$ cat src/rtl/trig_setup_pkg.sv
package trig_setup_pkg;
  localparam int CODE_W = 3;

  localparam logic [CODE_W-1:0] SRC_CH1  = 3'd0;
  localparam logic [CODE_W-1:0] SRC_CH2  = 3'd1;
  localparam logic [CODE_W-1:0] SRC_LINE = 3'd2;
  localparam logic [CODE_W-1:0] SRC_EXT  = 3'd3;
  localparam logic [CODE_W-1:0] SRC_PROC = 3'd4;

  localparam logic [CODE_W-1:0] CPL_DC  = 3'd0;
  localparam logic [CODE_W-1:0] CPL_AC  = 3'd1;
  localparam logic [CODE_W-1:0] CPL_LFR = 3'd2;
  localparam logic [CODE_W-1:0] CPL_HFR = 3'd3;
  localparam logic [CODE_W-1:0] CPL_TV  = 3'd4;

  // field positions in the configuration word
  localparam int F_SRC_LO = 0;
  localparam int F_CPL_LO = CODE_W;
  localparam int F_SLOPE  = 2 * CODE_W;
  localparam int F_NREJ   = 2 * CODE_W + 1;
  localparam int F_AUTO   = 2 * CODE_W + 2;
  localparam int CFG_W    = 2 * CODE_W + 3;

  typedef struct packed {
    logic              auto_req;
    logic              noise_rej;
    logic              slope_neg;
    logic [CODE_W-1:0] cpl;
    logic [CODE_W-1:0] src;
  } cfg_t;
endpackage

$ cat src/rtl/trig_src_reg.sv
module trig_src_reg
  import trig_setup_pkg::*;
(
  input  logic              clk,
  input  logic              rst,
  input  logic [CODE_W-1:0] src_code,
  output logic [CODE_W-1:0] src_q
);
  logic [CODE_W-1:0] src_dec;

  always_comb begin
    if (src_code > SRC_PROC) src_dec = SRC_CH1;
    else                     src_dec = src_code;
  end

  // loaded every cycle: follows the chain without a strobe
  always_ff @(posedge clk) begin
    if (rst) src_q <= SRC_CH1;
    else     src_q <= src_dec;
  end

  a_r3_src_range: assert property (@(posedge clk) disable iff (rst)
    src_q <= SRC_PROC);
endmodule

$ cat src/rtl/trig_cpl_reg.sv
module trig_cpl_reg
  import trig_setup_pkg::*;
#(
  parameter int HYST_W    = 4,
  parameter int HYST_BASE = 2
)(
  input  logic              clk,
  input  logic              rst,
  input  logic              stb,
  input  logic [CODE_W-1:0] cpl_code,
  input  logic              slope_in,
  input  logic              nrej_in,
  input  logic              auto_in,
  output logic [CODE_W-1:0] cpl_q,
  output logic              slope_q,
  output logic [HYST_W-1:0] hyst_q,
  output logic              pp_auto_q
);
  localparam logic [HYST_W-1:0] H_NORM = HYST_W'(HYST_BASE);
  localparam logic [HYST_W-1:0] H_WIDE = HYST_W'(4 * HYST_BASE);

  logic [CODE_W-1:0] cpl_dec;
  logic              pp_dec;

  always_comb begin
    if (cpl_code > CPL_TV) cpl_dec = CPL_DC;
    else                   cpl_dec = cpl_code;
    pp_dec = auto_in || (cpl_dec == CPL_TV);
  end

  always_ff @(posedge clk) begin
    if (rst) begin
      cpl_q     <= CPL_DC;
      slope_q   <= 1'b0;
      hyst_q    <= H_NORM;
      pp_auto_q <= 1'b0;
    end else if (stb) begin
      cpl_q     <= cpl_dec;
      slope_q   <= slope_in;
      hyst_q    <= nrej_in ? H_WIDE : H_NORM;
      pp_auto_q <= pp_dec;
    end
  end

  a_r2_hold: assert property (@(posedge clk) disable iff (rst)
    !stb |=> ($stable(cpl_q) && $stable(slope_q) && $stable(hyst_q) && $stable(pp_auto_q)));
  a_r4_cpl_range: assert property (@(posedge clk) disable iff (rst)
    cpl_q <= CPL_TV);
  a_r5_tv_auto: assert property (@(posedge clk) disable iff (rst)
    (cpl_q == CPL_TV) |-> pp_auto_q);
  a_r6_hyst_vals: assert property (@(posedge clk) disable iff (rst)
    (hyst_q == H_NORM) || (hyst_q == H_WIDE));
  a_r7_slope_load: assert property (@(posedge clk) disable iff (rst)
    stb |=> (slope_q == $past(slope_in)));
endmodule

$ cat src/rtl/trig_proc_gate.sv
module trig_proc_gate
  import trig_setup_pkg::*;
(
  input  logic              clk,
  input  logic              rst,
  input  logic [CODE_W-1:0] src_sel,
  input  logic              pulse_in,
  output logic              pulse_out
);
  always_ff @(posedge clk) begin
    if (rst) pulse_out <= 1'b0;
    else     pulse_out <= pulse_in && (src_sel == SRC_PROC);
  end

  a_r8_gated: assert property (@(posedge clk) disable iff (rst)
    pulse_out |-> ($past(pulse_in) && ($past(src_sel) == SRC_PROC)));
endmodule

$ cat src/rtl/trig_setup_ctrl.sv
module trig_setup_ctrl
  import trig_setup_pkg::*;
#(
  parameter int HYST_W    = 4,
  parameter int HYST_BASE = 2
)(
  input  logic              clk,
  input  logic              rst,
  input  logic [CFG_W-1:0]  cfg_word,
  input  logic              cfg_stb,
  input  logic              proc_trig_in,
  output logic [CODE_W-1:0] src_sel,
  output logic [CODE_W-1:0] cpl_sel,
  output logic              slope_neg,
  output logic [HYST_W-1:0] hyst_level,
  output logic              pp_auto,
  output logic              proc_trig_out
);
  cfg_t cfg;
  assign cfg = cfg_t'(cfg_word);

  trig_src_reg u_src (
    .clk      (clk),
    .rst      (rst),
    .src_code (cfg.src),
    .src_q    (src_sel)
  );

  trig_cpl_reg #(.HYST_W(HYST_W), .HYST_BASE(HYST_BASE)) u_cpl (
    .clk       (clk),
    .rst       (rst),
    .stb       (cfg_stb),
    .cpl_code  (cfg.cpl),
    .slope_in  (cfg.slope_neg),
    .nrej_in   (cfg.noise_rej),
    .auto_in   (cfg.auto_req),
    .cpl_q     (cpl_sel),
    .slope_q   (slope_neg),
    .hyst_q    (hyst_level),
    .pp_auto_q (pp_auto)
  );

  trig_proc_gate u_gate (
    .clk       (clk),
    .rst       (rst),
    .src_sel   (src_sel),
    .pulse_in  (proc_trig_in),
    .pulse_out (proc_trig_out)
  );

  a_r1_src_follow: assert property (@(posedge clk) disable iff (rst)
    (cfg_word[F_SRC_LO +: CODE_W] <= SRC_PROC) |=> (src_sel == $past(cfg_word[F_SRC_LO +: CODE_W])));
  a_r9_reset: assert property (@(posedge clk)
    rst |=> ((src_sel == SRC_CH1) && (cpl_sel == CPL_DC) && !slope_neg && !pp_auto && !proc_trig_out));
endmodule

$ cat config.mk
export PLATFORM = sky130hd
export DESIGN_NAME = trig_setup_ctrl
export DESIGN_NICKNAME = d
export VERILOG_FILES = /design/src/rtl/trig_setup_pkg.sv /design/src/rtl/trig_src_reg.sv /design/src/rtl/trig_cpl_reg.sv /design/src/rtl/trig_proc_gate.sv /design/src/rtl/trig_setup_ctrl.sv
export SDC_FILE = /design/constraint.sdc
export NUM_CORES = 1
export LEC_CHECK = 0
export ABC_AREA = 1
export CELL_PAD_IN_SITES_DETAIL_PLACEMENT = 0
export CELL_PAD_IN_SITES_GLOBAL_PLACEMENT = 2
export CORE_MARGIN = 1
export CORE_UTILIZATION = 17
export DETAILED_ROUTE_END_ITERATION = 6
export GPL_ROUTABILITY_DRIVEN = 0
export GPL_TIMING_DRIVEN = 1
export PLACE_DENSITY_LB_ADDON = 0.1
export SYNTH_ARGS = -nofsm -noshare
export SYNTH_HDL_FRONTEND = slang
export SYNTH_HIERARCHICAL = 1
export SYNTH_SLANG_ARGS = --single-unit
export TNS_END_PERCENT = 5
$ cat constraint.sdc
create_clock -name clk -period 0.8 [get_ports clk]
set_input_delay 0.08 -clock clk [delete_from_list [all_inputs] [get_ports clk]]
set_output_delay 0.08 -clock clk [all_outputs]
set_load 0.05 [all_outputs]
Word-level counts from Yosys, hierarchy flattened
Cells that the tools add are included.

word-level totals
  register bits after elaboration = 13
  input port bits = 13
  output and inout bits = 13
  logic and storage cells = 15

cells by class
  $lt $le $gt $ge = 2
  eq/ne operators = 2
  muxes and demuxes = 2
  reductions and logical operators = 3

operators by type and width
  operator              number
  $eq A3 B3 Y1 const B  2
  $gt A3 B3 Y1 const B  2
  $mux W4               1
  $mux W3               1
  $reduce_or A2 Y1      1
  $logic_and A1 B1 Y1   1
  $logic_or A1 B1 Y1    1

Depth between registers and ports, before layout
Gate-level depths: netlist of the first run.

  depth after elaboration = 4
  mapped depth = 5
  mapped depth without buffers = 5

Modules after synthesis
Netlist of the first run, hierarchy kept.

modules (own cells, without submodules)
  module          times used  cells each  area each (um^2)  sequential area each (um^2)
  trig_cpl_reg    1           38          284.0             140.1
  trig_src_reg    1           12          97.6              60.1
  trig_proc_gate  1           7           43.8              20.0

Worst setup path after synthesis of the first run
No wires, ideal clock.

  path kind = register -> register
  from = register u_cpl/cpl_q[2] (netlist name)
  to = register u_cpl.cpl_q[2]
  library setup time = 0.070 ns
  arrival time = 0.839 ns
  data required time = 0.730 ns
  path slack = -0.109 ns
  stages on the path, launching flop included = 3
  buffers on the path = 0
  clock period less this slack = 0.909 ns
  path through = dfxtp_1 > o21ai_0 > a21oi_1

RTL lines
  item                  RTL line            RTL
  to (signal assigned)  trig_cpl_reg.sv:38  cpl_q <= cpl_dec;
  to (decl)             trig_cpl_reg.sv:14  output logic [CODE_W-1:0] cpl_q,

Final worst setup path of the first run
  from = register u_cpl.cpl_q[1]
  to = output port cpl_sel[1]

RTL lines
  item       RTL line               RTL
  to (decl)  trig_setup_ctrl.sv:13  output logic [CODE_W-1:0] cpl_sel,

No word-level cell between the ends.

==> results.md, run 1 <==
* CTS root buffer: clkbuf_4
* Yosys cell types at 13
* First-pass GRT wire length at 1.47 mm
* Via count at around 430
* Area growth from synthesis to layout at 101%
* Vias/cell at 3.70
* Total core area at 2280 sq um
* Buf/Inv on CP at 1
* Maximum VDD drop at 0.000554 V
* Number of global-route vias before repair at 384
* GRT Max-Usage Layer: met2
* Layout cells sized above 1 at 35.6%
* Status: complete, but fails checks
* Post-synthesis sequential area ratio at 51.8%
* Max incr delay on CP at 0.36 ns
* Failing checks: negative setup slack
* Initial antenna violation count at 0
* Wire per inst at 8.07 microns
* Worst min path class: input port to flip-flop
* # rows at 17
* Global route overflow at 0
* Commonest cells after routing, fill and taps aside: buf_12 (11), inv_1 (11), dfxtp_2 (11)
* Die Y at about 52 microns
* Setup ws final at -0.0388 ns
* Cell Pwr Density at between 1500 and 2000 nW/um^2
* Syn Inst Count at 57
* Final net count at between 100 and 150
* Max Cap Viol at 0
* Arrival time worst endpoint at 0.76 ns
* Synthesized area at 425 sq um
* Clock transition at the registers of the reported paths at approximately 0.070 ns
* Setup Crit Path Kind: flip-flop to output port
* Leak at between 0.0004 and 0.0005 uW
* Total inserted antenna cells at 0
* Mean Syn Cell Area at 7.46 sq um
* Design Area, Final at 857 sq um
* Final setup viols at 11
* Cells along the critical path: buf_12
* Largest fanout on the critical path at 2
* Critical path endpoint category: output port
* Final WL at ~930 microns
* Met2 Use GR at 12.4%
* I/O Pins at 26
* Layout Cells excl Fill at approximately 120
* DRC violations left at 0
* Setup tns final at -0.331 ns
* GRT Total Usage at 7.85%
* DP Wirelength at 766 microns
* Worst Path Required at between 0.7 and 0.8 ns
* Post-DP Area at 802 sq um
* CTS tree: built
* Worst clock skew at 0.000346 ns
* GRT met3 Usage at between 2 and 3%
* Worst path slowest cell: dfxtp_2
* Fill count at 247
* Grt met1 use at between 8 and 9%
* Clock sinks at 11
* Max Clock Freq at 1190 MHz
* Yosys warning count at 6
* Post-Place Setup Slack at -0.333 ns
* Pre-Repair DR Iteration Count at 2
* IO Port Bufs at 23
* CP top delay family: flip-flops
* Placed Cells at 109
* Unrepaired setup endpoints after global routing: true
* Total CTS buffers at 3
* Clk buf depth at 2
* Fin. max-slew vios at 0
* Tcrit/Tclk final at 105%
* Initial core utilization at 18.7%
* Initial drt markers at 5
* Routed Antenna Nets at 0
* Final hold violation count at 0
* Crit path time final at about 0.84 ns
* DIE AREA at 2710 sq um
* Largest net degree at the start of global routing at 11
* Worst skew pair latency at 0.26 ns
* CTS HTree Levels at 1
* Chip Width at 52.0 microns
* FF+latch count, synth at 11
* CP Launch Type: flip-flop
## final timing paths
path | from | end | slack, ns | depth (start not counted)
min reg2reg | u_cpl/hyst_q[3] | u_cpl/hyst_q[3] | 0.47 | 2
max reg2reg | u_cpl/cpl_q[1] | u_cpl/cpl_q[1] | 0.10 | 3
max | u_cpl/cpl_q[1] | cpl_sel[1] | -0.04 | 1
min | rst | u_cpl/hyst_q[3] | 0.20 | 3
## power by group
| part | total, uW | switching, uW | internal, uW |
|---|---|---|---|
| clock | 380 | 187 | 193 |
| sequential | 605 | 25.7 | 579 |
| combinational | 355 | 177 | 179 |
## through the flow
step	hold slack [ns]	total power, uW	utilization [%]
after floorplan	0.149	775	-
after global placement	0.487	972	35.2
after detailed placement	0.486	969	35.2
after CTS	0.350	1370	36.9
after global routing	0.229	1410	37.7
final	0.199	1340	37.7
## sequential cells by signal (all words and copies together), names as in the netlist
name	count
u_src/src_q	3
u_cpl/pp_auto_q	1
u_gate/pulse_out	1
u_cpl/cpl_q	3
u_cpl/hyst_q	2
u_cpl/slope_q	1
## cells in the mapped netlist
master / instances / area [sq um]
dfxtp_1: 11 / 220
inv_1: 11 / 41.3
nand2_1: 9 / 33.8
nor2_1: 8 / 30.0
a21oi_1: 4 / 20.0
nand3_1: 4 / 20.0
o21ai_0: 3 / 15.0
buf_4: 2 / 15.0
buf_6: 1 / 11.3
conb_1: 1 / 3.75
inv_2: 1 / 3.75
nand4_1: 1 / 6.26
o21ai_1: 1 / 5.00
## layout make-up
type	count	area, sq um	area share, %
Sequential cell	11	234	27.3
Timing Repair Buffer	28	379	44.2
Multi-Input combinational cell	32	138	16.1
Inverter	12	45.0	5.26
Tap cell	28	35.0	4.09
Clock buffer	4	26.3	3.07
## what timing repair did
item | CTS | global route
resized for setup | 11 | 1
endpoints found under the setup margin | 17 | 12
hold buffers | 0 | 0
pin swaps | 0 | 0
setup buffers | 0 | 2
hold endpoints to repair | 0 | 0
gates cloned | 0 | 0
## per-layer routing
layer | wire (microns) | up-vias
li1 | - | 229
met1 | 413 | 181
met2 | 436 | 14
met3 | 61 | 2
met4 | 17 | 0
met5 | 0 | -
## cell families (layout without fill, tap and decap cells)
family	Yosys count	after routing	synth area share (%)
and+or+nand+nor	22	22	21.2
buffers and inverters	15	44	16.8
DFF	11	11	51.8
AOI/OAI and AO/OA	8	8	9.41
other	1	2	0.882
No activity file was read; power rests on OpenSTA's default activity.
==> run 2, diff against run 1 <==
Settings changed: CORE_UTILIZATION 17 to 18.
Clock period 0.8 ns to 1 ns, I/O delays scaled along.
==> results.md, run 2 (synthesis gave the netlist of run 1 again) <==
* First-pass GRT wire length at 1.55 mm (was 1.47 mm)
* CP Launch Type: flip-flop (unchanged)
* Status: finished clean (was complete, but fails checks)
* Storage element area at 220 sq um (was 234 sq um)
* Commonest cells after routing, fill and taps aside: clkdlybuf4s50_1 (12), buf_12 (11), inv_1 (11), dfxtp_1 (11), nand2_1 (9) (was buf_12 (11), inv_1 (11), dfxtp_2 (11))
* Maximum VDD drop at 0.000521 V (was 0.000554 V)
* Leak at 0.000376 uW (was 0.000405 uW)
* Fill count at 236 (was 247)
* Crit path time final at 0.897 ns
* Routed Antenna Nets at 0 (unchanged)
* Critical R2R Launch: u_cpl/slope_q (was u_cpl/cpl_q[1])
* Post-Place Setup Slack at -0.166 ns (was -0.333 ns)
* Setup ws final at 0.103 ns (was -0.0388 ns)
* Worst min path class: input port to flip-flop (unchanged)
* Critical path endpoint category: output port (unchanged)
* Max Clock Freq at 1120 MHz
* IO Port Bufs at 23 (unchanged)
* Layout cells sized above 1 at 20.2% (was 35.6%)
* Clk buf depth at 2 (unchanged)
* Max incr delay on CP at 0.38 ns (was 0.36 ns)
* Most common cell after layout, fill and taps aside: clkdlybuf4s50_1
* Pre-Repair DR Iteration Count at 4 (was 2)
* Worst path slowest cell: dfxtp_1 (was dfxtp_2)
* # rows at 17 (unchanged)
* I/O Pins at 26 (unchanged)
* Total core area at 2210 sq um (was 2280 sq um)
* Setup crit start: u_cpl/cpl_q[1] (unchanged)
* Global route overflow at 0 (unchanged)
* Setup tns final at 0 ns (was -0.331 ns)
* DP Wirelength at 761 microns (was 766 microns)
* Final setup viols at 0 (was 11)
* Area growth from synthesis to layout at 92.6% (was 101%)
* CTS HTree Levels at 1 (unchanged)
* Final Total Pwr at 1050 uW (was 1340 uW)
* Die Y at 50.6 microns (was 52.0 microns)
* Tcrit/Tclk final at 89.7%
* CTS tree: built (unchanged)
* Buf/Inv on CP at 1 (unchanged)
* Number of gates resized after cts at 0 (was 11)
* Clock transition at the registers of the reported paths at 0.07 ns (about the same)
* Worst clock skew at 0.0000998 ns (was 0.000346 ns)
* Initial drt markers at 2 (was 5)
* DRC violations left at 0 (unchanged)
* Chip Width at 50.6 microns (was 52.0 microns)
* R2R setup slack at 0.33 ns (was 0.10 ns)
* Vias/cell at 3.80 (was 3.70)
* Setup Crit Path Kind: flip-flop to output port (unchanged)
* Fin. max-slew vios at 0 (unchanged)
* Worst skew pair latency at 0.26 ns (about the same)
* Initial core utilization at 19.2% (was 18.7%)
* Final net count at 98 (was 101)
* Top flop regs: u_cpl/cpl_q (3), u_src/src_q (3), u_cpl/hyst_q (2) (unchanged)
* Largest fanout on the critical path at 2 (unchanged)
* Design Area, Final at 820 sq um (was 857 sq um)
* Area of the multi-input gates at 138 sq um (unchanged)
* Total CTS buffers at 3 (unchanged)
* Final hold violation count at 0 (unchanged)
* Critical Path Sink: cpl_sel[1] (unchanged)
* Total inserted antenna cells at 0 (unchanged)
* Arrival time worst endpoint at 0.80 ns (was 0.76 ns)
* DIE AREA at 2560 sq um (was 2710 sq um)
* CTS root buffer: clkbuf_4 (unchanged)
* Hold buffers post-CTS at 0 (unchanged)
* CP Depth at 1 (unchanged)
* Wire per inst at 8.21 microns (was 8.07 microns)
* GRT Total Usage at 8.49% (was 7.85%)
* CP top delay family: flip-flops (unchanged)
* Cells along the critical path: buf_12 (unchanged)
* Max Cap Viol at 0 (unchanged)
* RR Endpoint: u_cpl/slope_q (was u_cpl/cpl_q[1])
* Post-DP Area at 793 sq um (was 802 sq um)
* Clock sinks at 11 (unchanged)
* Setup Fix Bufs, Post-CTS at 0 (unchanged)
* Number of global-route vias before repair at 394 (was 384)
* Unrepaired setup endpoints after global routing: false (was true)
* Final WL at 919 microns (was 928 microns)
* Worst Path Required at 0.90 ns (was 0.72 ns)
* Via count at 426 (unchanged)
* Worst reg-to-reg path cell count at 2 (was 3)
* Initial antenna violation count at 0 (unchanged)
* Cell Pwr Density at 1280 nW/um^2 (was 1560 nW/um^2)
* Largest net degree at the start of global routing at 11 (unchanged)
-- run 2: metrics by stage --
| step | cells | hold WS (ns) | util, % |
|---|---|---|---|
| after floorplan | 58 | 0.169 | - |
| final | 112 | 0.391 | 37.0 |
| after CTS | 112 | 0.377 | 37.0 |
| after global routing | 112 | 0.409 | 37.0 |
| after detailed placement | 108 | 0.490 | 35.9 |
| after global placement | 108 | 0.490 | 35.9 |
-- run 2: worst min-delay path by stage --
stage | from | to | slack (ns) | cells after the start
3_3_place_gp | u_src/src_q[2] | u_gate/pulse_out | 0.49 | 2
6_report | proc_trig_in | u_gate/pulse_out | 0.39 | 3
2_1_floorplan | rst | u_cpl/cpl_q[0] | 0.17 | 1
5_1_grt | proc_trig_in | u_gate/pulse_out | 0.41 | 3
3_5_place_dp | u_src/src_q[2] | u_gate/pulse_out | 0.49 | 2
4_1_cts | proc_trig_in | u_gate/pulse_out | 0.38 | 3
-- run 2: metal layers --
metal  vias up  share of wire (%)  track usage, %
li1        222                  -               -
met1       188                 45            9.40
met2        14                 45            12.7
met3         2                7.5            2.42
met4         0                1.3            8.33
met5         -                  0               0
-- run 2: cell type report --
type | count | area share, %
repair buffers | 25 | 43.4
well taps | 28 | 4.27
flip-flops and latches | 11 | 26.9
inverters | 12 | 5.50
clock buffers | 4 | 3.21
multi-input cells | 32 | 16.8
-- run 2: power by group --
| group | switching [uW] | leakage (uW) | internal (uW) |
|---|---|---|---|
| registers | 21.0 | 0.0000905 | 459 |
| clock network | 138 | 0.0000150 | 154 |
| logic | 140 | 0.000270 | 139 |
==> run 3, diff against run 2 <==
Settings changed: GPL_TIMING_DRIVEN 1 to 0.
Clock period 1 ns to 1.1 ns, I/O delays scaled along.
==> results.md, run 3 (synthesis gave the netlist of run 1 again) <==
* Status: finished clean (unchanged)
* DIE AREA at 2560 sq um (unchanged)
* Hold buffers post-CTS at 0 (unchanged)
* Initial core utilization at 19.2% (unchanged)
* R2R setup slack at 0.47 ns (was 0.33 ns)
* Unrepaired setup endpoints after global routing: false (unchanged)
* First-pass GRT wire length at 1.61 mm (was 1.55 mm)
* CP Depth at 1 (unchanged)
* CP top delay family: buffers and inverters (was flip-flops)
* Max Cap Viol at 0 (unchanged)
* Layout cells sized above 1 at 21.4% (was 20.2%)
* Clock transition at the registers of the reported paths at 0.07 ns (about the same)
* Pre-Repair DR Iteration Count at 3 (was 4)
* Final Util at 30.1% (was 37.0%)
* Die Y at 50.6 microns (unchanged)
* Commonest cells after routing, fill and taps aside: clkdlybuf4s50_1 (11), inv_1 (11), dfxtp_1 (11) (was clkdlybuf4s50_1 (12), buf_12 (11), inv_1 (11), dfxtp_1 (11), nand2_1 (9))
* Initial antenna violation count at 0 (unchanged)
* Initial drt markers at 1 (was 2)
* Total CTS buffers at 3 (unchanged)
* DRC violations left at 0 (unchanged)
* Worst path slowest cell: clkdlybuf4s18_2 (was dfxtp_1)
* Tcrit/Tclk final at 95.9%
* Via count at 403 (was 426)
* Clk buf depth at 2 (unchanged)
* Largest fanout on the critical path at 2 (unchanged)
* Largest net degree at the start of global routing at 11 (unchanged)
* Final WL at 988 microns (was 919 microns)
* CTS tree: built (unchanged)
* Buf/Inv on CP at 1 (unchanged)
* Crit path time final at 1.05 ns
* Worst min path class: input port to flip-flop (unchanged)
* Number of global-route vias before repair at 403 (was 394)
* RR Endpoint: u_cpl/pp_auto_q (was u_cpl/slope_q)
* CTS root buffer: clkbuf_4 (unchanged)
* Worst Path Required at 0.99 ns (was 0.90 ns)
* Max incr delay on CP at 0.36 ns (was 0.38 ns)
* CTS HTree Levels at 1 (unchanged)
* Cell Pwr Density at 1350 nW/um^2 (was 1280 nW/um^2)
* Final setup viols at 0 (unchanged)
* Worst reg-to-reg path cell count at 4 (was 2)
* Cells along the critical path: clkdlybuf4s18_2 (was buf_12)
* Global route overflow at 0 (unchanged)
* Clock sinks at 11 (unchanged)
* Hold Path Origin: cfg_stb (was proc_trig_in)
* Worst clock skew at 0.000367 ns (was 0.0000998 ns)
* Arrival time worst endpoint at 0.94 ns (was 0.80 ns)
* Top flop regs: u_cpl/cpl_q (3), u_src/src_q (3), u_cpl/hyst_q (2) (unchanged)
* Routed Antenna Nets at 0 (unchanged)
* Critical R2R Launch: u_cpl/pp_auto_q (was u_cpl/slope_q)
* Max Clock Freq at ~950 MHz
* Setup Crit Path Kind: flip-flop to output port (unchanged)
* Vias/cell at 3.60 (was 3.80)
* Area growth from synthesis to layout at 56.8% (was 92.6%)
* Wire per inst at 8.82 microns (was 8.21 microns)
* Final hold violation count at 0 (unchanged)
* Setup tns final at 0 ns (unchanged)
* # rows at 17 (unchanged)
* I/O Pins at 26 (unchanged)
* Maximum VDD drop at 0.000532 V (was 0.000521 V)
* Fin. max-slew vios at 0 (unchanged)
* Worst hold stages at 2 (was 3)
* WHS at 0.0653 ns (was 0.391 ns)
* Critical path endpoint category: output port (unchanged)
* IO Port Bufs at 22 (was 23)
* CP Launch Type: flip-flop (unchanged)
* Total core area at 2210 sq um (unchanged)
* Final net count at 98 (unchanged)
* Worst Hold Path EP: u_cpl/cpl_q[2] (was u_gate/pulse_out)
* Leak at 0.000339 uW (was 0.000376 uW)
* Final Total Pwr at 901 uW (was 1050 uW)
* Chip Width at 50.6 microns (unchanged)
* DP Wirelength at 728 microns (was 761 microns)
* Total inserted antenna cells at 0 (unchanged)
* GRT Total Usage at 8.93% (was 8.49%)
* Worst skew pair latency at 0.26 ns (about the same)
[run 3: changes by cell type in the layout (fill, tap and decap cells not counted), sizes merged]
cell,change
clkdlybuf4s50,-1
buf,-1
clkdlybuf4s18,+1
clkdlybuf4s15,+1
[run 3: final cells by class]
class,instances,area [sq um]
fill,266,1550
tap,28,35.0
buffer,3,26.3
multi-input combinational,32,138
sequential,11,220
timing repair buffer,22,176
clock buffer,4,26.3
inverter,12,45.0
[run 3: how the worst max path moves through the flow]
| stage | startpoint | endpoint | slack, ns |
|---|---|---|---|
| detailed placement | u_cpl/cpl_q[1] | cpl_sel[1] | -0.13 |
| CTS | u_cpl/cpl_q[2] | cpl_sel[2] | -0.00002 |
| global route | u_cpl/hyst_q[1] | hyst_level[1] | 0.0001 |
| global placement | u_cpl/cpl_q[1] | cpl_sel[1] | -0.13 |
| finish | u_cpl/hyst_q[1] | hyst_level[1] | 0.05 |
| floorplan | u_cpl/cpl_q[2] | u_cpl/cpl_q[2] | 0.19 |
[run 3: routing by layer]
layer  global-route usage, %  part of all wire [%]
met1                    9.76                    45
met2                    14.7                    46
met3                    2.12                   7.9
met4                    6.94                   1.2
met5                       0                     0
[run 3: repair_timing]
item                                    4_1_cts  5_1_grt
pin swaps                                     0        0
gates resized for setup                      35       17
setup buffers                                 0        0
endpoints found under the setup margin       11        9
[run 3: power breakdown]
part | leakage, uW | internal [uW] | switching (uW)
registers | 0.0000905 | 417 | 7.81
clock network | 0.0000150 | 140 | 135
logic | 0.000234 | 72.5 | 128
total | 0.000339 | 630 | 271
[run 3: stage by stage]
stage	instances	setup slack (ns)	area (sq um)
2_1_floorplan	58	0.191	429
3_3_place_gp	108	-0.135	684
3_5_place_dp	108	-0.125	684
4_1_cts	112	-0.0000164	718
5_1_grt	112	0.000120	667
6_report	112	0.0454	667
